File: config.mk
export PLATFORM = sky130hd
export DESIGN_NAME = link_pm_ctrl
export DESIGN_NICKNAME = d
export VERILOG_FILES = /design/src/rtl/link_pm_pkg.sv /design/src/rtl/pm_req_arbiter.sv /design/src/rtl/pm_wake_timer.sv /design/src/rtl/pm_enable_map.sv /design/src/rtl/link_pm_ctrl.sv
export SDC_FILE = /design/constraint.sdc
export NUM_CORES = 1
export LEC_CHECK = 0
export BUFFER_PORTS_ARGS = -buffer_cell sky130_fd_sc_hd__clkbuf_2
export CAP_MARGIN = 0
export CORE_ASPECT_RATIO = 1.1
export CORE_MARGIN = 8
export CORE_UTILIZATION = 50
export CTS_BUF_LIST = sky130_fd_sc_hd__clkbuf_4 sky130_fd_sc_hd__clkbuf_8
export DETAILED_ROUTE_END_ITERATION = 8
export PLACE_DENSITY = 0.67
export SLEW_MARGIN = 20
export SYNTH_ARGS = -nofsm -noshare
export SYNTH_HDL_FRONTEND = slang
export SYNTH_HIERARCHICAL = 1
export SYNTH_SLANG_ARGS = --single-unit
File: constraint.sdc
create_clock -name clk -period 1.9 [get_ports clk]
set_input_delay 0.38 -clock clk [delete_from_list [all_inputs] [get_ports clk]]
set_output_delay 0.38 -clock clk [all_outputs]
set_load 0.03 [all_outputs]
File: src/rtl/link_pm_pkg.sv
package link_pm_pkg;
  typedef enum logic [1:0] {
    PM_ACTIVE = 2'd0,
    PM_LIGHT  = 2'd1,
    PM_DEEP   = 2'd2,
    PM_WAKING = 2'd3
  } pm_state_e;

  // Length of the wake window for the level being left.
  function automatic logic [31:0] wake_span(input logic from_deep,
                                            input logic [31:0] light_len,
                                            input logic [31:0] deep_len);
    return from_deep ? deep_len : light_len;
  endfunction

  // Lanes come back once the remaining count drops below half the window.
  function automatic logic lanes_back(input logic [31:0] remaining,
                                      input logic [31:0] span);
    return remaining < (span >> 1);
  endfunction
endpackage

File: src/rtl/pm_req_arbiter.sv
module pm_req_arbiter
  import link_pm_pkg::*;
(
  input  pm_state_e state,
  input  logic      sleep_light,
  input  logic      sleep_deep,
  input  logic      wake_req,
  input  logic      timer_done,
  output pm_state_e state_nx,
  output logic      load_wake,
  output logic      wake_deep
);
  always_comb begin
    state_nx  = state;
    load_wake = 1'b0;
    wake_deep = 1'b0;
    unique case (state)
      PM_ACTIVE: begin
        if (!wake_req) begin
          if (sleep_deep)       state_nx = PM_DEEP;
          else if (sleep_light) state_nx = PM_LIGHT;
        end
      end
      PM_LIGHT: begin
        if (wake_req) begin
          state_nx  = PM_WAKING;
          load_wake = 1'b1;
        end else if (sleep_deep) begin
          state_nx = PM_DEEP;
        end
      end
      PM_DEEP: begin
        if (wake_req) begin
          state_nx  = PM_WAKING;
          load_wake = 1'b1;
          wake_deep = 1'b1;
        end
      end
      PM_WAKING: begin
        if (timer_done) state_nx = PM_ACTIVE;
      end
      default: state_nx = PM_ACTIVE;
    endcase
  end
endmodule

File: src/rtl/pm_wake_timer.sv
module pm_wake_timer #(
  parameter int unsigned LIGHT_WAKE = 8,
  parameter int unsigned DEEP_WAKE  = 64,
  parameter int unsigned CW         = 6
) (
  input  logic          clk,
  input  logic          rst_n,
  input  logic          load,
  input  logic          from_deep,
  input  logic          run,
  output logic [CW-1:0] cnt,
  output logic          deep_q,
  output logic          done
);
  localparam logic [CW-1:0] LIGHT_LOAD = CW'(LIGHT_WAKE - 1);
  localparam logic [CW-1:0] DEEP_LOAD  = CW'(DEEP_WAKE - 1);

  always_ff @(posedge clk or negedge rst_n) begin
    if (!rst_n) begin
      cnt    <= '0;
      deep_q <= 1'b0;
    end else if (load) begin
      cnt    <= from_deep ? DEEP_LOAD : LIGHT_LOAD;
      deep_q <= from_deep;
    end else if (run && cnt != '0) begin
      cnt <= cnt - 1'b1;
    end
  end

  assign done = run && (cnt == '0);
endmodule

File: src/rtl/pm_enable_map.sv
module pm_enable_map
  import link_pm_pkg::*;
#(
  parameter int unsigned LIGHT_WAKE = 8,
  parameter int unsigned DEEP_WAKE  = 64,
  parameter int unsigned CW         = 6
) (
  input  pm_state_e     state,
  input  logic [CW-1:0] cnt,
  input  logic          deep_q,
  output logic          lane_en,
  output logic          core_en,
  output logic          ready
);
  logic [31:0] span;
  assign span = wake_span(deep_q, 32'(LIGHT_WAKE), 32'(DEEP_WAKE));

  always_comb begin
    lane_en = 1'b0;
    core_en = 1'b0;
    ready   = 1'b0;
    unique case (state)
      PM_ACTIVE: begin
        lane_en = 1'b1;
        core_en = 1'b1;
        ready   = 1'b1;
      end
      PM_LIGHT:  core_en = 1'b1;
      PM_DEEP:   core_en = 1'b0;
      PM_WAKING: begin
        core_en = 1'b1;
        lane_en = lanes_back(32'(cnt), span);
      end
      default: core_en = 1'b0;
    endcase
  end
endmodule

File: src/rtl/link_pm_ctrl.sv
module link_pm_ctrl
  import link_pm_pkg::*;
#(
  parameter int unsigned LIGHT_WAKE = 8,
  parameter int unsigned DEEP_WAKE  = 64
) (
  input  logic       clk,
  input  logic       rst_n,
  input  logic       sleep_light,
  input  logic       sleep_deep,
  input  logic       wake_req,
  output logic       lane_en,
  output logic       core_en,
  output logic [1:0] pwr_state,
  output logic       link_ready
);
  localparam int unsigned CW = (DEEP_WAKE > 2) ? $clog2(DEEP_WAKE) : 1;

  pm_state_e     state_q;
  pm_state_e     state_nx;
  logic          load_wake;
  logic          wake_deep;
  logic          timer_done;
  logic          timer_run;
  logic [CW-1:0] wake_cnt;
  logic          wake_deep_q;

  assign timer_run = (state_q == PM_WAKING);

  pm_req_arbiter u_arb (
    .state       (state_q),
    .sleep_light (sleep_light),
    .sleep_deep  (sleep_deep),
    .wake_req    (wake_req),
    .timer_done  (timer_done),
    .state_nx    (state_nx),
    .load_wake   (load_wake),
    .wake_deep   (wake_deep)
  );

  pm_wake_timer #(.LIGHT_WAKE(LIGHT_WAKE), .DEEP_WAKE(DEEP_WAKE), .CW(CW)) u_tmr (
    .clk       (clk),
    .rst_n     (rst_n),
    .load      (load_wake),
    .from_deep (wake_deep),
    .run       (timer_run),
    .cnt       (wake_cnt),
    .deep_q    (wake_deep_q),
    .done      (timer_done)
  );

  always_ff @(posedge clk or negedge rst_n) begin
    if (!rst_n) state_q <= PM_ACTIVE;
    else        state_q <= state_nx;
  end

  pm_enable_map #(.LIGHT_WAKE(LIGHT_WAKE), .DEEP_WAKE(DEEP_WAKE), .CW(CW)) u_map (
    .state   (state_q),
    .cnt     (wake_cnt),
    .deep_q  (wake_deep_q),
    .lane_en (lane_en),
    .core_en (core_en),
    .ready   (link_ready)
  );

  assign pwr_state = state_q;
endmodule

After elaboration in Yosys (flattened, before gate mapping). Index checks and enable logic that the tools add are counted.

Flip-flop bits (word level): 9. Output and inout bits: 5. Input port bits: 5. Logic and storage cells: 40.

$lt $le $gt $ge: 1. Reduce and logical (&&, ||, !) cells: 9. Add/subtract/negate cells: 1. Equal/unequal tests: 8. Mux-type cells: 18.

Operators with widths (count): 6-bit by 31-bit less-than comparator with 1-bit output (1); 6-bit two-way mux (3); 2-bit two-way mux (7); 2-bit case mux with 4 select lines (1); 7-bit two-way mux (1); 6-bit logical NOT (1); 2-bit != test, second input constant (3); 3-bit != test, second input constant (2); 6-bit nonzero test (1); 6-bit by 1-bit subtractor with 6-bit output, second input constant (1); 5-bit AND reduction (1); 2-bit equality test, second input constant (2); 1-bit two-way mux (4); 1-bit case mux with 2 select lines (2); 3-bit OR reduction (1); 2-bit by 1-bit equality test with 1-bit output, second input constant (1); 1-bit logical AND (2); 2-bit logical NOT (1); 2-bit nonzero test (1); 2-bit OR reduction (1).

Logic depth before layout (Yosys ltp).
Word-level depth: 4. Mapped depth: 7. Gate-level depth less buffers: 7.

Hierarchy. The synthesis kept the hierarchy.

By module, submodules not included: pm_wake_timer (area each 412.9 um^2, seq. area each 175.2 um^2, times used 1, cells each 42); pm_req_arbiter (area each 186.4 um^2, seq. area each 0.0 um^2, times used 1, cells each 24); pm_enable_map (area each 103.8 um^2, seq. area each 0.0 um^2, times used 1, cells each 13); link_pm_ctrl (area each 56.3 um^2, seq. area each 50.0 um^2, times used 1, cells each 3).

Worst setup path before layout. OpenSTA, ideal clock, no wires.

Path type: register to output. From: reg state_q[0] (netlist: pwr_state[0]). To: out lane_en. Stages on the path, launching flop included: 5. Path buffers: 0. Data arrival time: 1.701 ns. Setup slack: -0.181 ns. Required time: 1.520 ns. Path through: dfrtp_1 -> inv_1 -> ha_1 -> inv_1 -> a221oi_2.

Longest elaborated chain between the ends: 2. Elaborated cells on any way between the ends: 3. Those cells by class: eq/ne: 1; mux: 1; reduce/logical: 1.

RTL lines: from (decl) (RTL line link_pm_ctrl.sv:19) `pm_state_e state_q;`; from (signal assigned) (RTL line link_pm_ctrl.sv:54) `else state_q <= state_nx;`; 2-bit equality test or 2-bit logical NOT (tied branches) (RTL line pm_enable_map.sv:22) `unique case (state)`; 1-bit case mux with 2 select lines (*) (RTL line pm_enable_map.sv:22); to (decl) (RTL line link_pm_ctrl.sv:12) `output logic lane_en,`.

Every way passes the cells marked *; elsewhere a longest branch is shown, timed or not.

Final worst setup path.
From: reg u_tmr.deep_q. To: out lane_en.

Longest elaborated chain between the ends: 3.

RTL lines: from (decl) (RTL line pm_wake_timer.sv:12) `output logic deep_q,`; from (signal assigned) (RTL line pm_wake_timer.sv:24) `deep_q <= from_deep;`; 7-bit two-way mux (RTL line link_pm_pkg.sv:13) `return from_deep ? deep_len : light_len;`; 6-bit by 31-bit less-than comparator with 1-bit output (RTL line link_pm_pkg.sv:19) `return remaining < (span >> 1);`; 1-bit case mux with 2 select lines (RTL line pm_enable_map.sv:22).

Every way passes these cells.

==> results.yml <==
synth:
  synth-adder-area-share: 0.1812
  synth_nets: 98
  netlist_area_um2: 759.5
  synth_top_area_frac: 0.2965
  synth_top_family_by_area: "simple AND/OR/NAND/NOR gates"
  synthCells: 82
  yosys_most_used_dff: "dfrtp_1"
  synth_compound_area_frac: 0.1862
  synthMostInstantiatedCell: "inv_1"
  yosys_warnings: 6
  yosys-top-cells-count: "inv_1, ha_1, dfrtp_1, nor2_1, nor2b_1"
  synth_mux_area_frac: 0.04119
  synth_largest_area_cell: "dfrtp_1"
  synth_area_leaders: "dfrtp_1, ha_1, inv_1"
  synth_area_per_cell_um2: 9.262
  synth-edff-count: 0
  async_flop_share: 1.000
  synthSimpleGateAreaFrac: 0.2306
  synth_xor_area_frac: 0
  ys_ff_latch: 9
  synth_cell_types: 32
  yosysSeqAreaShare: 0.2965
timing:
  min_period_over_period: 1.050
  timing_hold_violations_final: 0
  relSlewSlack: 0.7513
  clock.fmax_mhz: 501.0
  worst_pin_slew_ns: 0.3723
  rsz0062_at_grt: "true"
  fin_ws_ns: -0.09593
  fin_skew_ns: 0.006549
  hold_slack_ns: 0.4888
  finalCriticalPeriod_ns: 1.996
  finalMaxSlewViolations: 0
  setup_violations: 1
placed_design:
  globalplace.congestion: 0.7608
  port_buffers: 9
  placed_area_um2: 864.6
  dpl.hpwl_um: 1237
global_routing:
  grt_pass1_wl_um: 2704
  overflow: 0
  grt_max_degree: 10
  grt_pass1_vias: 605
  antenna_found_initial: 0
  grtUsageTotal: 0.1139
floorplanning:
  rows: 14
  die-area_um2: 3023
  num_io_pins: 10
  die_x_um: 53.16
  start_util: 0.5420
  core_um2: 1401
  die_h_um: 56.88
clocking:
  tritoncts: "done"
  cts-root-buf: "clkbuf_4"
  numCtsBuffers: 3
  path_clk_slew_ns: 0.06
  clock-sinks: 9
  clock_latency_ns: 0.26
  htreeDepth: 1
  cts_buffer_depth: 2
power:
  leakage_uw: 0.0004733
  clkPwrFrac: 0.435
  p_seq_frac: 0.525
  pwr-share-comb: 0.040
  p_switching_uw: 72.10
  ir_drop_uv: 414.4
  internal_power_uw: 293.0
  p_per_area_nw_per_um2: 394.9
  switching_share: 0.1975
finish:
  drive_gt1_frac: 0.3100
  antenna_cells: 0
  nets: 117
  num-fill-cells: 124
  syn2layout_area_growth_pct: 21.75
  fin_area_um2: 924.6
drt:
  avgRoutedWirePerCell_um: 13.14
  drt_iter0_drc: 9
  drt-total-wl_um: 1524
  vias: 627
  drc_errors: 0
  ant_nets: 0
  viasPerCell: 5.405
  firstDrtPassIters: 5
setup_path:
  arrival_ns: 1.62
  cp-end-kind: "output port"
  crit_required_ns: 1.52
  crit_fanout: 3
  cp-start-kind: "register"
  path_class: "reg -> out"
worst_hold_path:
  hold_path.class: "in -> reg"
status:
  violations: "setup timing"
  status: "complete, but fails checks"
run:
  cap_violations: 0
[sequential cells by signal (all words and copies together), names as in the netlist]
register and count:
u_tmr/cnt 6, pwr_state 2, u_tmr/deep_q 1
[critical path: stages, from the launching register on]
cell and delay, ns:
dfrtp_1 0.39, or4_4 0.55, a221oi_4 0.23, clkbuf_8 0.20
[stage by stage]
| step | setup TNS [ns] | util | total power [uW] | setup WS, ns | instances |
|---|---|---|---|---|---|
| floorplan | 0 | - | 198.9 | 0.001033 | 82 |
| global route | -0.1520 | 0.6598 | 385.4 | -0.1520 | 116 |
| global placement | 0 | 0.6170 | 208.4 | 0.1126 | 110 |
| finish | -0.09593 | 0.6598 | 365.1 | -0.09593 | 116 |
| detailed placement | 0 | 0.6170 | 208.2 | 0.1012 | 110 |
| CTS | -0.1158 | 0.6598 | 375.0 | -0.1158 | 116 |
[timing repair]
action                                  in CTS  in global routing
hold endpoints to repair                     9                  0
resized for setup                            3                  0
buffers inserted                             1                  0
hold buffers                                 1                  0
endpoints found under the setup margin       1                  1
[placed cells by master, fill, tap and decap left out, types with 2 or more instances in the layout]
master and n:
a21oi_1 3, nor2_1 8, nor3_2 2, buf_4 5, dfrtp_1 9, clkbuf_4 4
o21ai_0 2, and2_2 2, nor2b_1 5, clkbuf_2 8, a211o_1 2, inv_1 12
a31oi_1 2, ha_1 10, mux2i_1 2, nand2b_1 2
[worst paths after layout]
path / from / endpoint / slack (ns) / cells past startpoint
max: u_tmr/deep_q / lane_en / -0.1 / 3
min: wake_req / pwr_state[0] / 0.49 / 3
max reg2reg: u_tmr/cnt[0] / pwr_state[1] / 0.19 / 7
min reg2reg: u_tmr/deep_q / u_tmr/deep_q / 0.54 / 1
max in group asynchronous: rst_n / u_tmr/cnt[5] / 1.19 / 2
min in group asynchronous: rst_n / pwr_state[0] / 0.51 / 2
[per-layer routing]
layer  up-vias  part of all wire  GRT usage
li1        318                 -          -
met5         -                 0          0
met4         0                 0    0.02166
met2         5              0.49     0.1946
met3         0             0.031    0.03947
met1       304              0.48     0.1308
[logic make-up after synthesis]
family / count (synthesis)
flip-flops: 9
AND/OR/NAND/NOR: 28
multiplexers: 3
AO/OA/AOI/OAI: 18
buffers and inverters: 13
adder cells (fa/ha/maj): 11
[final cells by class]
type | instances | area, um2 | area share
clock buffers | 4 | 30.03 | 0.03248
inverters | 12 | 45.04 | 0.04871
multi-input cells | 60 | 503.0 | 0.5440
flip-flops and latches | 9 | 225.2 | 0.2436
well taps | 16 | 20.02 | 0.02165
repair buffers | 15 | 101.3 | 0.1096
[power by group through the flow]
| stage | clock network, uW | logic (uW) | registers (uW) |
|---|---|---|---|
| after floorplan | 0 | 3.66 | 195 |
| after detailed placement | 0 | 13.1 | 195 |
| after CTS | 169 | 14.8 | 192 |
| after global routing | 177 | 16.5 | 191 |
| final | 159 | 14.5 | 192 |
| after global placement | 0 | 13.3 | 195 |
Note: power is estimated with default switching activity, not from simulation.
